## src/rtl/idecmd_pkg.sv

```systemverilog
package idecmd_pkg;
  localparam int ADDR_W = 3;
  localparam int NIB_W  = 4;
  localparam int BYTE_W = 8;

  typedef enum logic [2:0] {
    K_REG_WR = 3'd0,
    K_REG_RD = 3'd1,
    K_DMA_WR = 3'd2,
    K_DMA_RD = 3'd3,
    K_CTRL   = 3'd4,
    K_STATUS = 3'd5,
    K_TIMING = 3'd6,
    K_NONE   = 3'd7
  } req_kind_e;

  // upper-nibble opcodes understood by the bridge
  localparam logic [3:0] OP_WR_PRI = 4'h1;
  localparam logic [3:0] OP_WR_AUX = 4'h2;
  localparam logic [3:0] OP_WR_DMA = 4'h3;
  localparam logic [3:0] OP_CTRL   = 4'h4;
  localparam logic [3:0] OP_RD_PRI = 4'h5;
  localparam logic [3:0] OP_RD_AUX = 4'h6;
  localparam logic [3:0] OP_RD_DMA = 4'h7;
endpackage

```

## src/rtl/idecmd_clamp.sv

```systemverilog
module idecmd_clamp #(
  parameter int DATA_W = 16,
  parameter int TIME_W = 6
) (
  input  logic [DATA_W-1:0] value,
  output logic [TIME_W-1:0] width,
  output logic              clamped
);
  localparam logic [DATA_W-1:0] MAX_W = DATA_W'((1 << TIME_W) - 1);

  always_comb begin
    if (value == '0) begin
      width   = TIME_W'(1);
      clamped = 1'b1;
    end else if (value > MAX_W) begin
      width   = MAX_W[TIME_W-1:0];
      clamped = 1'b1;
    end else begin
      width   = value[TIME_W-1:0];
      clamped = 1'b0;
    end
  end
endmodule

```

## src/rtl/idecmd_plan.sv

```systemverilog
module idecmd_plan
  import idecmd_pkg::*;
#(
  parameter int DATA_W = 16,
  parameter int TIME_W = 6,
  parameter int CNT_W  = 3
) (
  input  req_kind_e            kind,
  input  logic                 aux,
  input  logic [ADDR_W-1:0]    addr,
  input  logic [DATA_W-1:0]    data,
  output logic                 emits,
  output logic [CNT_W-1:0]     nib_cnt,
  output logic [DATA_W-1:0]    word,
  output logic [BYTE_W-1:0]    opcode,
  output logic                 clamped
);
  localparam int NIB_WORD = DATA_W / NIB_W;
  localparam int NIB_BYTE = BYTE_W / NIB_W;

  logic [TIME_W-1:0] width;

  idecmd_clamp #(.DATA_W(DATA_W), .TIME_W(TIME_W)) u_clamp (
    .value   (data),
    .width   (width),
    .clamped (clamped)
  );

  logic [DATA_W-1:0] low_aligned;
  assign low_aligned = data << (DATA_W - BYTE_W);

  always_comb begin
    emits   = 1'b1;
    nib_cnt = '0;
    word    = '0;
    opcode  = '0;
    unique case (kind)
      K_REG_WR: begin
        opcode = {(aux ? OP_WR_AUX : OP_WR_PRI), 1'b0, addr};
        if (!aux && addr == '0) begin
          nib_cnt = CNT_W'(NIB_WORD);
          word    = data;
        end else begin
          nib_cnt = CNT_W'(NIB_BYTE);
          word    = low_aligned;
        end
      end
      K_DMA_WR: begin
        opcode  = {OP_WR_DMA, 4'h0};
        nib_cnt = CNT_W'(NIB_WORD);
        word    = data;
      end
      K_REG_RD: opcode = {(aux ? OP_RD_AUX : OP_RD_PRI), 1'b0, addr};
      K_DMA_RD: opcode = {OP_RD_DMA, 4'h0};
      K_CTRL:   opcode = {OP_CTRL, 1'b0, data[2:0]};
      K_STATUS: opcode = {OP_CTRL, 4'h8};
      K_TIMING: opcode = {2'b10, width};
      default:  emits  = 1'b0;
    endcase
  end
endmodule

```

## src/rtl/idecmd_emit.sv

```systemverilog
module idecmd_emit
  import idecmd_pkg::*;
#(
  parameter int DATA_W = 16,
  parameter int CNT_W  = 3
) (
  input  logic               clk,
  input  logic               rst_n,
  input  logic               start,
  input  logic               start_emits,
  input  logic [CNT_W-1:0]   start_cnt,
  input  logic [DATA_W-1:0]  start_word,
  input  logic [BYTE_W-1:0]  start_op,
  output logic               busy,
  output logic               out_valid,
  input  logic               out_ready,
  output logic [BYTE_W-1:0]  out_byte
);
  logic [CNT_W-1:0]  left_q;
  logic [DATA_W-1:0] shift_q;
  logic [BYTE_W-1:0] op_q;

  always_ff @(posedge clk) begin
    if (!rst_n) begin
      busy    <= 1'b0;
      left_q  <= '0;
      shift_q <= '0;
      op_q    <= '0;
    end else if (start) begin
      busy    <= start_emits;
      left_q  <= start_cnt;
      shift_q <= start_word;
      op_q    <= start_op;
    end else if (busy && out_ready) begin
      if (left_q != '0) begin
        left_q  <= left_q - 1'b1;
        shift_q <= shift_q << NIB_W;
      end else begin
        busy <= 1'b0;
      end
    end
  end

  assign out_valid = busy;
  assign out_byte  = (left_q != '0) ? {4'h0, shift_q[DATA_W-1 -: NIB_W]} : op_q;
endmodule

```

## src/rtl/idecmd_encoder.sv

```systemverilog
module idecmd_encoder
  import idecmd_pkg::*;
#(
  parameter int DATA_W = 16,
  parameter int TIME_W = 6
) (
  input  logic              clk,
  input  logic              rst_n,
  input  logic              req_valid,
  output logic              req_ready,
  input  logic [2:0]        req_kind,
  input  logic              req_aux,
  input  logic [ADDR_W-1:0] req_addr,
  input  logic [DATA_W-1:0] req_data,
  output logic              cmd_valid,
  input  logic              cmd_ready,
  output logic [BYTE_W-1:0] cmd_byte,
  output logic              timing_err
);
  localparam int CNT_W = $clog2(DATA_W / NIB_W + 1);

  req_kind_e         kind;
  logic              accept;
  logic              busy;
  logic              p_emits;
  logic [CNT_W-1:0]  p_cnt;
  logic [DATA_W-1:0] p_word;
  logic [BYTE_W-1:0] p_op;
  logic              p_clamped;

  assign kind      = req_kind_e'(req_kind);
  assign req_ready = !busy;
  assign accept    = req_valid && req_ready;

  idecmd_plan #(.DATA_W(DATA_W), .TIME_W(TIME_W), .CNT_W(CNT_W)) u_plan (
    .kind    (kind),
    .aux     (req_aux),
    .addr    (req_addr),
    .data    (req_data),
    .emits   (p_emits),
    .nib_cnt (p_cnt),
    .word    (p_word),
    .opcode  (p_op),
    .clamped (p_clamped)
  );

  idecmd_emit #(.DATA_W(DATA_W), .CNT_W(CNT_W)) u_emit (
    .clk         (clk),
    .rst_n       (rst_n),
    .start       (accept),
    .start_emits (p_emits),
    .start_cnt   (p_cnt),
    .start_word  (p_word),
    .start_op    (p_op),
    .busy        (busy),
    .out_valid   (cmd_valid),
    .out_ready   (cmd_ready),
    .out_byte    (cmd_byte)
  );

  always_ff @(posedge clk) begin
    if (!rst_n) timing_err <= 1'b0;
    else        timing_err <= accept && (kind == K_TIMING) && p_clamped;
  end
endmodule

```

## config.mk

```make
export PLATFORM = sky130hd
export DESIGN_NAME = idecmd_encoder
export DESIGN_NICKNAME = d
export VERILOG_FILES = /design/src/rtl/idecmd_pkg.sv /design/src/rtl/idecmd_clamp.sv /design/src/rtl/idecmd_plan.sv /design/src/rtl/idecmd_emit.sv /design/src/rtl/idecmd_encoder.sv
export SDC_FILE = /design/constraint.sdc
export NUM_CORES = 1
export LEC_CHECK = 0
export BUFFER_PORTS_ARGS = -buffer_cell sky130_fd_sc_hd__buf_2
export CAP_MARGIN = 10
export CORE_ASPECT_RATIO = 0.5
export CORE_UTILIZATION = 53
export CTS_CLUSTER_SIZE = 28
export DETAILED_ROUTE_END_ITERATION = 16
export HOLD_SLACK_MARGIN = 0.03
export PLACE_DENSITY = 0.85
export SETUP_SLACK_MARGIN = 0.15
export SLEW_MARGIN = 20
export SYNTH_ARGS = -nofsm -noshare
export SYNTH_HDL_FRONTEND = slang
export SYNTH_SLANG_ARGS = --single-unit
export TNS_END_PERCENT = 30
```

## constraint.sdc

```tcl
create_clock -name clk -period 1.9 [get_ports clk]
set_clock_uncertainty 0.1 [all_clocks]
set_input_delay 0 -clock clk [delete_from_list [all_inputs] [get_ports clk]]
set_output_delay 0 -clock clk [all_outputs]
set_load 0.03 [all_outputs]
```

; ---- Word level (Yosys, flattened, before mapping)
; Cells that the tools add are included.
[word_totals]
regBits = 29
[classes]
n_addsub = 1
magnitude_cmp = 1
eq_ne = 7
n_mux = 22
n_reduce_logical = 16
[op_table]
columns = operator, count
row1 = two-way mux 16 bit, 4
row2 = one-hot mux 8 bit (7 select lines), 1
row3 = one-hot mux 16 bit (2 select lines), 1
row4 = > comparator 16 x 6 -> 1 bit (second input constant), 1
row5 = logical NOT 16 bit, 1
row6 = two-way mux 3 bit, 4
row7 = two-way mux 6 bit, 2
row8 = equality test 3 bit (second input constant), 3
row9 = two-way mux 8 bit, 1
row10 = OR reduction 7 bit, 1
row11 = equality test 3 x 2 -> 1 bit (second input constant), 2
row12 = logical NOT 3 bit, 2
row13 = two-way mux 1 bit, 6
row14 = one-hot mux 3 bit (2 select lines), 1
row15 = logical AND 1 bit, 5
row16 = two-way mux 2 bit, 2
row17 = AND reduction 2 bit, 2
row18 = nonzero test 2 bit, 2
row19 = equality test 3 x 1 -> 1 bit (second input constant), 1
row20 = nonzero test 3 bit, 1
row21 = subtractor 3 x 1 -> 3 bit (second input constant), 1
row22 = logical NOT 1 bit, 2
row23 = inequality test 2 bit (second input constant), 1

; ---- Logic depth before layout (Yosys ltp)
; Gate-level depths: netlist of the first run.
[depth]
ltp_word = 5
ltp_mapped = 7
mapped_depth_nobuf = 6

; ---- Cells and area by module
; From an unflattened synthesis of the first run, not the netlist that was laid out.
[hier_totals]
cells_unflattened = 244
area_unflattened_um2 = 1913.1
[modules_own_cells]
columns = module, n_inst, cells_each, area_each_um2, seq_area_each_um2
row1 = idecmd_emit, 1, 154, 1347.5, 560.5
row2 = idecmd_plan, 1, 71, 415.4, 0.0
row3 = idecmd_clamp, 1, 14, 102.6, 0.0
row4 = idecmd_encoder, 1, 5, 47.5, 20.0

; ---- Worst setup path before layout of the first run
; No wires, ideal clock.
[synth_timing]
path_type = register -> register
from = register u_emit.busy
to = register u_emit.shift_q[4]
arrival_ns = 1.509
required_ns = 1.730
path_slack_ns = 0.222
stages_incl_launch_ff = 6
cell_sequence = dfxtp_1 -> or4b_1 -> o21ba_4 -> buf_6 -> a22oi_2 -> a21oi_1
[synth_via]
elab_chain_len = 4
elab_cells_between_ends = 7
[synth_lines]
columns = item, line_no
row1 = start: declaration, idecmd_emit.sv:14  ; output logic busy,
row2 = start signal: assignment, idecmd_emit.sv:30  ; busy <= start_emits;
row3 = logical NOT 1 bit, idecmd_encoder.sv:32  ; assign req_ready = !busy;
row4 = logical AND 1 bit, idecmd_encoder.sv:33  ; assign accept = req_valid && req_ready;
row5 = nonzero test 2 bit (no source line), -
row6 = AND reduction 2 bit (no source line), -
row7 = end signal: assignment, idecmd_emit.sv:32  ; shift_q <= start_word;
row8 = end signal: assignment, idecmd_emit.sv:37  ; shift_q <= shift_q << NIB_W;
row9 = end: declaration, idecmd_emit.sv:20  ; logic [DATA_W-1:0] shift_q;
; Several ways; a longest one is shown, not always the timed one.
; A chain may end at the register's enable or synchronous reset.

; ---- Final worst setup path of the first run
[layout_timing]
from = input port req_kind[0]
to = register u_emit.shift_q[4]
[layout_via]
elab_chain_len = 3
elab_cells_between_ends = 4
[layout_lines]
columns = item, line_no
row1 = start: declaration, idecmd_encoder.sv:11  ; input logic [2:0] req_kind,
row2 = equality test 3 x 2 -> 1 bit or logical NOT 3 bit (tied branches), idecmd_plan.sv:37  ; unique case (kind)
row3 = one-hot mux 16 bit (2 select lines) (*), idecmd_plan.sv:37
row4 = two-way mux 16 bit (*), idecmd_emit.sv:29  ; end else if (start) begin
; Mark *: on every way between the ends. The rest lies on a longest branch, timed or not.

==> flow_summary.json, run 1 <==
{
  "rows": 13,
  "path_class": "input pin to flop",
  "ys_warn_count": 0,
  "die_h_um": 40.67,
  "numCtsBuffers": 5,
  "syn-cell-area_um2": 1585,
  "synth_edf_count": 0,
  "reg2reg_from": "u_emit.left_q[1]",
  "insertion_delay_ns": 0.29,
  "syn_avg_cell_area_um2": 8.088,
  "cts_tree": "done",
  "p_sw_mw": 0.5228,
  "worst_pin_slew_ns": 0.5834,
  "async_flop_share_pct": 0,
  "power_density_nw_per_um2": 776.1,
  "seqCellArea_um2": 580.6,
  "gp_congestion": 0.8659,
  "yosysTopAreaCell": "dfxtp_1",
  "ys_seq_elements": 29,
  "gr-usage-all-layers_pct": 33.40,
  "fmax_mhz": 536.9,
  "die-area_um2": 3227,
  "p_int_mw": 1.237,
  "diodes": 0,
  "vdd_drop_max_mv": 0.5769,
  "reg2reg_slack_ns": 0.09,
  "power_leakage_nw": 0.9028,
  "cp-end-kind": "flop",
  "worstPathRequired_ns": 2.01,
  "seq_power_share_pct": 38.5,
  "synth_area_leaders": "dfxtp_1, o21ai_0, nand3_1",
  "drive_gt1_share_pct": 29.89,
  "fillers": 135,
  "crit_buf_inv": 2,
  "drtAntennaViolNets": 0,
  "clk_pin_slew_ns": 0.06,
  "place_area_um2": 1790,
  "ios": 38,
  "portBuffers": 37,
  "period_needed_ns": 1.863,
  "start_util_pct": 58.36,
  "r2r_end": "u_emit.shift_q[12]",
  "first_pass_iters": 9,
  "setup-tns-final_ns": 0,
  "worstRegToRegCells": 8,
  "vias": 2107,
  "p_comb_share_pct": 22.9,
  "die_w_um": 79.35,
  "p_clk_share_pct": 38.6,
  "status": "complete, no violations",
  "place_hpwl_um": 3182,
  "hold_viol_final": 0,
  "pre_cts_ws_ns": 0.1747,
  "slowest_stage": "or4b_4",
  "min_path_type": "input pin to flop",
  "drc": 0,
  "start_kind": "input pin",
  "arrival_ns": 1.97,
  "final_max_slew_viol_count": 0,
  "switching_share_pct": 29.71,
  "routed_wl_um": 6513,
  "cpPeakStageDelay_ns": 0.58,
  "grt_pass1_vias": 1613,
  "grt_overflow": 0,
  "setup_violations": 0,
  "rsz0062_at_grt": "true",
  "path_delay_family": "buffers and inverters",
  "yosysSeqAreaShare_pct": 36.62,
  "coreArea_um2": 2716,
  "cts_root_buf": "clkbuf_8",
  "antenna_found_initial": 0,
  "routedWlPerCell_um": 21.86,
  "clockBufferDepth": 2,
  "yosys_most_used_dff": "dfxtp_1",
  "htree_levels": 2,
  "yosysMostFrequentCell": "o21ai_0",
  "grt_pass1_wl_um": 7714,
  "setup_slack_ns": 0.03735,
  "holdPathStages": 2,
  "synthTopCellsByCount": "o21ai_0, dfxtp_1, nand3_1",
  "ys_types": 41,
  "multiInputGateArea_um2": 977.2,
  "min_from": "rst_n",
  "via_per_inst": 7.070,
  "clock-sinks": 29,
  "slew_headroom_pct": 60.96,
  "final_nets": 289,
  "critPathMaxFanout": 14,
  "cp_cell_sequence": "dlygate4sd3_1 > buf_2 > or4b_4 > o21ba_4 > a22oi_2 > a21oi_1",
  "syn-num-nets": 225,
  "utilization_pct": 83.46,
  "cap_violations": 0,
  "fin_crit_sh_pct": 98.03,
  "drtIter0Drc": 376,
  "syn_to_final_growth_pct": 43.01,
  "grt_max_degree": 25,
  "final_cell_area_um2": 2267,
  "hold_path_end": "u_emit.left_q[1]",
  "synthCells": 196,
  "synth_top_area_share_pct": 36.62
}
layout by cell type (no fill, tap or decap), drive strengths merged, types with 3 or more instances in the layout:
master and count:
buf 48, nand2 10, nand3 18, inv 7
o211ai 3, a32oi 4, dfxtp 29, clkbuf 7
nor4 4, mux2 4, a31oi 9, nor2b 5
o21ai 31, nor2 11, a22oi 4, dlygate4sd3 23
nor3 4, a21oi 9, and2 5
flip-flops by register name (all words and copies together), names as in the netlist:
name	flops
timing_err	1
u_emit.busy	1
u_emit.left_q	3
u_emit.op_q	8
u_emit.shift_q	16
metal layers:
metal	share of wire (%)	up-vias	GRT usage [%]
met5	0	-	0
met3	16	76	9.778
met2	40	262	56.90
met1	36	912	40.75
met4	8.4	0	16.36
li1	-	857	-
stage by stage:
stage / hold WS [ns] / cells / power, mW
6_report: 0.07323 / 298 / 1.759
3_5_place_dp: 0.1823 / 261 / 0.9763
3_3_place_gp: 0.1760 / 261 / 0.9653
4_1_cts: 0.05562 / 293 / 1.683
2_1_floorplan: 0.03701 / 196 / 0.8679
5_1_grt: 0.08439 / 298 / 1.805
cells by family after synthesis:
logic type               Yosys count  share of synthesized area [%]
AO/OA/AOI/OAI                     71                          29.28
XOR/XNOR                           1                         0.5526
adder cells (fa/ha/maj)            2                          1.578
buffers and inverters             22                          6.157
flip-flops                        29                          36.62
multiplexers                       5                          3.473
AND/OR/NAND/NOR                   66                          22.34
area by class of cell:
class / instances / share of cell area [%]
Clock buffer: 7 / 3.808
Clock inverter: 1 / 1.325
Inverter: 7 / 1.159
Multi-Input combinational cell: 146 / 43.10
Sequential cell: 29 / 25.61
Tap cell: 37 / 2.042
Timing Repair Buffer: 71 / 22.96
power by group through the flow:
stage	clock [mW]	combinational (mW)	sequential, mW
floorplan	0	0.188	0.680
finish	0.679	0.403	0.678
global placement	0	0.285	0.681
CTS	0.669	0.344	0.670
detailed placement	0	0.294	0.682
global route	0.706	0.421	0.678
worst max path at each step:
stage,from,end,slack (ns),cells past startpoint
floorplan,u_emit.busy,u_emit.shift_q[4],0.22,5
global placement,u_emit.left_q[0],u_emit.shift_q[11],0.24,6
detailed placement,u_emit.left_q[0],u_emit.shift_q[10],0.17,6
CTS,u_emit.left_q[0],cmd_byte[0],0.14,6
global route,u_emit.left_q[0],u_emit.shift_q[12],-0.04,8
finish,req_kind[0],u_emit.shift_q[4],0.04,6
repair_timing:
item                       CTS  global route
cloned                       0             2
setup endpoints to repair    8            22
hold endpoints to repair    22             0
pin swaps                    0             1
buffers inserted             1             3
hold buffers                23             0
resized for setup            9            15
(Power assumes the default switching activity.)
==> run 2: changes to the inputs <==
--- a/config.mk
+++ b/config.mk
@@ -7,12 +7,14 @@
 export LEC_CHECK = 0
 export BUFFER_PORTS_ARGS = -buffer_cell sky130_fd_sc_hd__buf_2
 export CAP_MARGIN = 10
+export CELL_PAD_IN_SITES_DETAIL_PLACEMENT = 1
+export CELL_PAD_IN_SITES_GLOBAL_PLACEMENT = 1
 export CORE_ASPECT_RATIO = 0.5
-export CORE_UTILIZATION = 53
+export CORE_UTILIZATION = 38
 export CTS_CLUSTER_SIZE = 28
 export DETAILED_ROUTE_END_ITERATION = 16
 export HOLD_SLACK_MARGIN = 0.03
-export PLACE_DENSITY = 0.85
+export PLACE_DENSITY = 0.84
 export SETUP_SLACK_MARGIN = 0.15
 export SLEW_MARGIN = 20
 export SYNTH_ARGS = -nofsm -noshare
==> flow_summary.json, run 2 (synthesis results as in run 1) <==
{
  "die_w_um": 93.34,
  "drtAntennaViolNets": 0,
  "slew_headroom_pct": 54.93,
  "place_hpwl_um": 3563,
  "final_common_cell": "buf_2",
  "gp_congestion": 0.7669,
  "cap_violations": 0,
  "path_delay_family": "simple AND/OR/NAND/NOR gates",
  "p_total_mw": 1.605,
  "fillers": 466,
  "seqCellArea_um2": 583.1,
  "final_nets": 286,
  "drtIter0Drc": 133,
  "start_util_pct": 40.20,
  "pre_cts_ws_ns": 0.1491,
  "rows": 16,
  "worst_pin_slew_ns": 0.6735,
  "antenna_found_initial": 0,
  "portBuffers": 37,
  "grt_pass1_vias": 1713,
  "setup-tns-final_ns": 0,
  "via_per_inst": 6.413,
  "setup_violations": 0,
  "start_kind": "flop",
  "crit_path_start": "u_emit.left_q[1]",
  "clk_pin_slew_ns": 0.07,
  "drc": 0,
  "fin_crit_sh_pct": 96.50,
  "power_density_nw_per_um2": 717.2,
  "largest_reg_flops": 16,
  "hold_path_end": "timing_err",
  "cts_tree": "done",
  "rsz0062_at_grt": "true",
  "syn_to_final_growth_pct": 41.20,
  "htree_levels": 2,
  "cp-end-kind": "flop",
  "worstPathRequired_ns": 2.02,
  "ios": 38,
  "min_from": "req_kind[1]",
  "clock-sinks": 29,
  "routedWlPerCell_um": 23.48,
  "coreArea_um2": 3944,
  "crit_buf_inv": 2,
  "die-area_um2": 4450,
  "die_h_um": 47.67,
  "multiInputGateArea_um2": 977.2,
  "insertion_delay_ns": 0.29,
  "first_pass_iters": 4,
  "hold_viol_final": 0,
  "arrival_ns": 1.96,
  "setup_slack_ns": 0.06651,
  "cp_cell_sequence": "inv_2 > ha_4 > nor2b_4 > buf_4 > or3_1 > a21oi_1 > o21a_1",
  "clockBufferDepth": 2,
  "path_class": "flop to flop",
  "cpPeakStageDelay_ns": 0.35,
  "slowest_stage": "or3_1",
  "fmax_mhz": 545.4,
  "grt_max_degree": 25,
  "worstRegToRegCells": 7,
  "routed_wl_um": 7327,
  "grt_pass1_wl_um": 8742,
  "power_leakage_nw": 0.8839,
  "critPathMaxFanout": 7,
  "numCtsBuffers": 5,
  "final_max_slew_viol_count": 0,
  "regMostFlops": "u_emit.shift_q",
  "holdPathStages": 3,
  "gr-usage-all-layers_pct": 27.26,
  "min_path_type": "input pin to flop",
  "r2r_end": "u_emit.left_q[1]",
  "reg2reg_from": "u_emit.left_q[1]",
  "reg2reg_slack_ns": 0.07,
  "diodes": 0,
  "final_cell_mix": "buf_2, o21ai_0, dfxtp_1",
  "vias": 2001,
  "status": "complete, no violations",
  "period_needed_ns": 1.833,
  "grt_overflow": 0,
  "vdd_drop_max_mv": 0.4619,
  "drive_gt1_share_pct": 30.62,
  "cts_root_buf": "clkbuf_8",
  "largest_registers": "u_emit.shift_q x16, u_emit.op_q x8, u_emit.left_q x3"
}
-- run 2: cell types whose count changed in the layout (fill, tap and decap cells not counted), sizes merged --
cell and change:
clkbuf -1, clkinv +2, bufinv -1, buf -1, dlygate4sd3 -2
-- run 2: tightest hold or removal path: stages --
cell and delay, ns:
buf_2 0.18, nand2_1 0.15, nor4_1 0.08
-- run 2: how the worst max path moves through the flow --
stage	depth (start not counted)	end
after floorplan	5	u_emit.shift_q[4]
after global placement	6	u_emit.shift_q[8]
after detailed placement	6	u_emit.shift_q[10]
after CTS	6	cmd_byte[2]
after global routing	6	u_emit.op_q[0]
final	7	u_emit.left_q[1]
-- run 2: where the power goes --
part	switching, mW	internal [mW]	total (mW)
Sequential	0.0297	0.649	0.678
Clock	0.272	0.254	0.526
Combinational	0.242	0.159	0.401
Total	0.544	1.06	1.61
-- run 2: per-layer routing --
layer  GRT usage, %  part of all wire [%]
met1          32.86                    42
met4          16.00                   5.6
met5              0                     0
met3          9.365                   8.4
met2          44.41                    44
-- run 2: layout make-up --
cell class,instances,share of cell area [%]
Tap cell,54,3.018
Timing Repair Buffer,68,22.41
Inverter,7,1.174
Sequential cell,29,26.05
Clock inverter,2,0.4472
Multi-Input combinational cell,146,43.66
Clock buffer,6,3.242
-- run 2: per-stage QoR --
stage	utilization [%]	hold WS, ns	instance area [um^2]	cells
final	56.76	0.05872	2238	312
after global routing	56.76	0.07000	2238	312
after CTS	54.28	0.03365	2141	308
after detailed placement	46.13	0.1879	1819	279
after global placement	46.13	0.1807	1819	279
after floorplan	-	0.03701	1585	196
-- run 2: timing repair --
action                                  in CTS  in global routing
hold buffers                                21                  0
pin swaps                                    1                  0
gates resized for setup                     10                 19
gates cloned                                 0                  1
endpoints found under the setup margin       5                 21
setup buffers                                0                  3
hold endpoints to repair                    22                  0
==> run 3: changes to the inputs <==
==> constraint.sdc (replaced) <==
create_clock -name clk -period 2.1 [get_ports clk]
set_clock_uncertainty 0.1 [all_clocks]
set_input_delay 0 -clock clk [delete_from_list [all_inputs] [get_ports clk]]
set_output_delay 0 -clock clk [all_outputs]
set_load 0.03 [all_outputs]
==> flow_summary.json, run 3 (synthesis results as in run 1) <==
{
  "numCtsBuffers": 5,
  "slowest_stage": "mux2_2",
  "drive_gt1_share_pct": 24.80,
  "first_pass_iters": 5,
  "drtIter0Drc": 213,
  "ios": 38,
  "cpPeakStageDelay_ns": 0.35,
  "regMostFlops": "u_emit.shift_q",
  "largest_reg_flops": 16,
  "insertion_delay_ns": 0.29,
  "largest_registers": "u_emit.shift_q x16, u_emit.op_q x8, u_emit.left_q x3",
  "hold_ws_ns": 0.04957,
  "clk_pin_slew_ns": 0.07,
  "start_kind": "flop",
  "dpl.cell_count": 277,
  "r2r_end": "u_emit.shift_q[12]",
  "grt_pass1_wl_um": 9715,
  "via_per_inst": 6.247,
  "routed_wl_um": 6980,
  "gp_congestion": 0.8098,
  "setup_violations": 0,
  "clock-sinks": 29,
  "worst_pin_slew_ns": 0.6176,
  "seqCellArea_um2": 580.6,
  "final_nets": 283,
  "die_h_um": 47.67,
  "final_cell_mix": "buf_2, o21ai_0, dfxtp_1",
  "vdd_drop_max_mv": 0.2502,
  "fmax_mhz": 504.9,
  "cts_tree": "done",
  "rows": 16,
  "antenna_found_initial": 0,
  "period_needed_ns": 1.980,
  "fin_crit_sh_pct": 94.31,
  "final_max_slew_viol_count": 0,
  "cts_root_buf": "clkbuf_8",
  "wl_met3_um": 552,
  "worstRegToRegCells": 6,
  "die_w_um": 93.34,
  "hold_viol_final": 0,
  "place_hpwl_um": 3542,
  "p_total_mw": 1.436,
  "final_common_cell": "buf_2",
  "drtAntennaViolNets": 0,
  "critPathMaxFanout": 4,
  "routedWlPerCell_um": 22.66,
  "diodes": 0,
  "min_path_type": "input pin to flop",
  "start_util_pct": 40.20,
  "reg2reg_slack_ns": 0.12,
  "fillers": 476,
  "path_class": "flop to primary output",
  "slew_headroom_pct": 58.68,
  "reg2reg_from": "u_emit.left_q[1]",
  "drc": 0,
  "grt_pass1_vias": 1833,
  "grt_overflow": 0,
  "endpoint": "cmd_byte[3]",
  "grt_max_degree": 25,
  "die-area_um2": 4450,
  "cp-end-kind": "primary output",
  "coreArea_um2": 3944,
  "setup-tns-final_ns": 0,
  "status": "complete, no violations",
  "power_density_nw_per_um2": 670.2,
  "cp_cell_sequence": "inv_1 > ha_1 > nor2b_2 > buf_4 > mux2_2 > buf_2",
  "vias": 1924,
  "clockBufferDepth": 2,
  "gr-usage-all-layers_pct": 30.61,
  "met2_length_um": 3151,
  "routed.top_layer": "met4",
  "power_leakage_nw": 0.8452,
  "multiInputGateArea_um2": 909.6,
  "crit_path_start": "u_emit.left_q[1]",
  "htree_levels": 2,
  "arrival_ns": 1.88,
  "fin_cells": 308,
  "cap_violations": 0,
  "wl_met1_um": 2913,
  "rsz0062_at_grt": "true",
  "utilization_pct": 54.35,
  "portBuffers": 37,
  "syn_to_final_growth_pct": 35.20,
  "worstPathRequired_ns": 2.00
}
## run 3: routing by layer
layer  track usage, %  vias up
met5            4.167        -
li1                 -      840
met1            36.99      914
met2            50.59      128
met3            8.095       42
met4            19.69        0
## run 3: worst min-delay path by stage
stage / cells after the start / slack, ns / to / start
6_report: 4 / 0.05 / u_emit.op_q[2] / req_addr[2]
3_3_place_gp: 3 / 0.18 / u_emit.shift_q[12] / req_data[12]
3_5_place_dp: 3 / 0.18 / u_emit.shift_q[12] / req_data[12]
4_1_cts: 4 / 0.03 / u_emit.op_q[2] / req_addr[2]
2_1_floorplan: 2 / 0.04 / u_emit.shift_q[0] / req_data[0]
5_1_grt: 3 / 0.09 / u_emit.op_q[3] / req_kind[2]
## run 3: through the flow
stage,area [um^2],setup WS (ns)
floorplan,1585,0.4216
global placement,1804,0.3754
detailed placement,1804,0.3255
CTS,2123,0.2214
global route,2143,0.07400
finish,2143,0.1195
## run 3: where the power goes
part / switching [mW] / internal (mW)
registers: 0.0257 / 0.587
logic: 0.209 / 0.128
clock network: 0.227 / 0.260
## run 3: layout make-up
| type | instances | share of cell area (%) |
|---|---|---|
| clock buffers | 7 | 4.028 |
| inverters | 7 | 1.226 |
| multi-input cells | 145 | 42.44 |
| flip-flops and latches | 29 | 27.09 |
| well taps | 54 | 3.152 |
| repair buffers | 66 | 22.07 |
## run 3: critical path: cells and delay by family (launching register included)
family	cells	cell delay [ns]
and+or+nand+nor	1	0.24
buffers and inverters	3	0.49
muxes	1	0.35
adders and majority gates	1	0.17
DFF	1	0.33
## run 3: what timing repair did
action	in CTS	in global routing
hold endpoints to repair	22	0
pin swaps	0	1
resized for setup	1	0
setup endpoints to repair	4	12
gates cloned	0	0
hold buffers	23	0
setup buffers	0	1
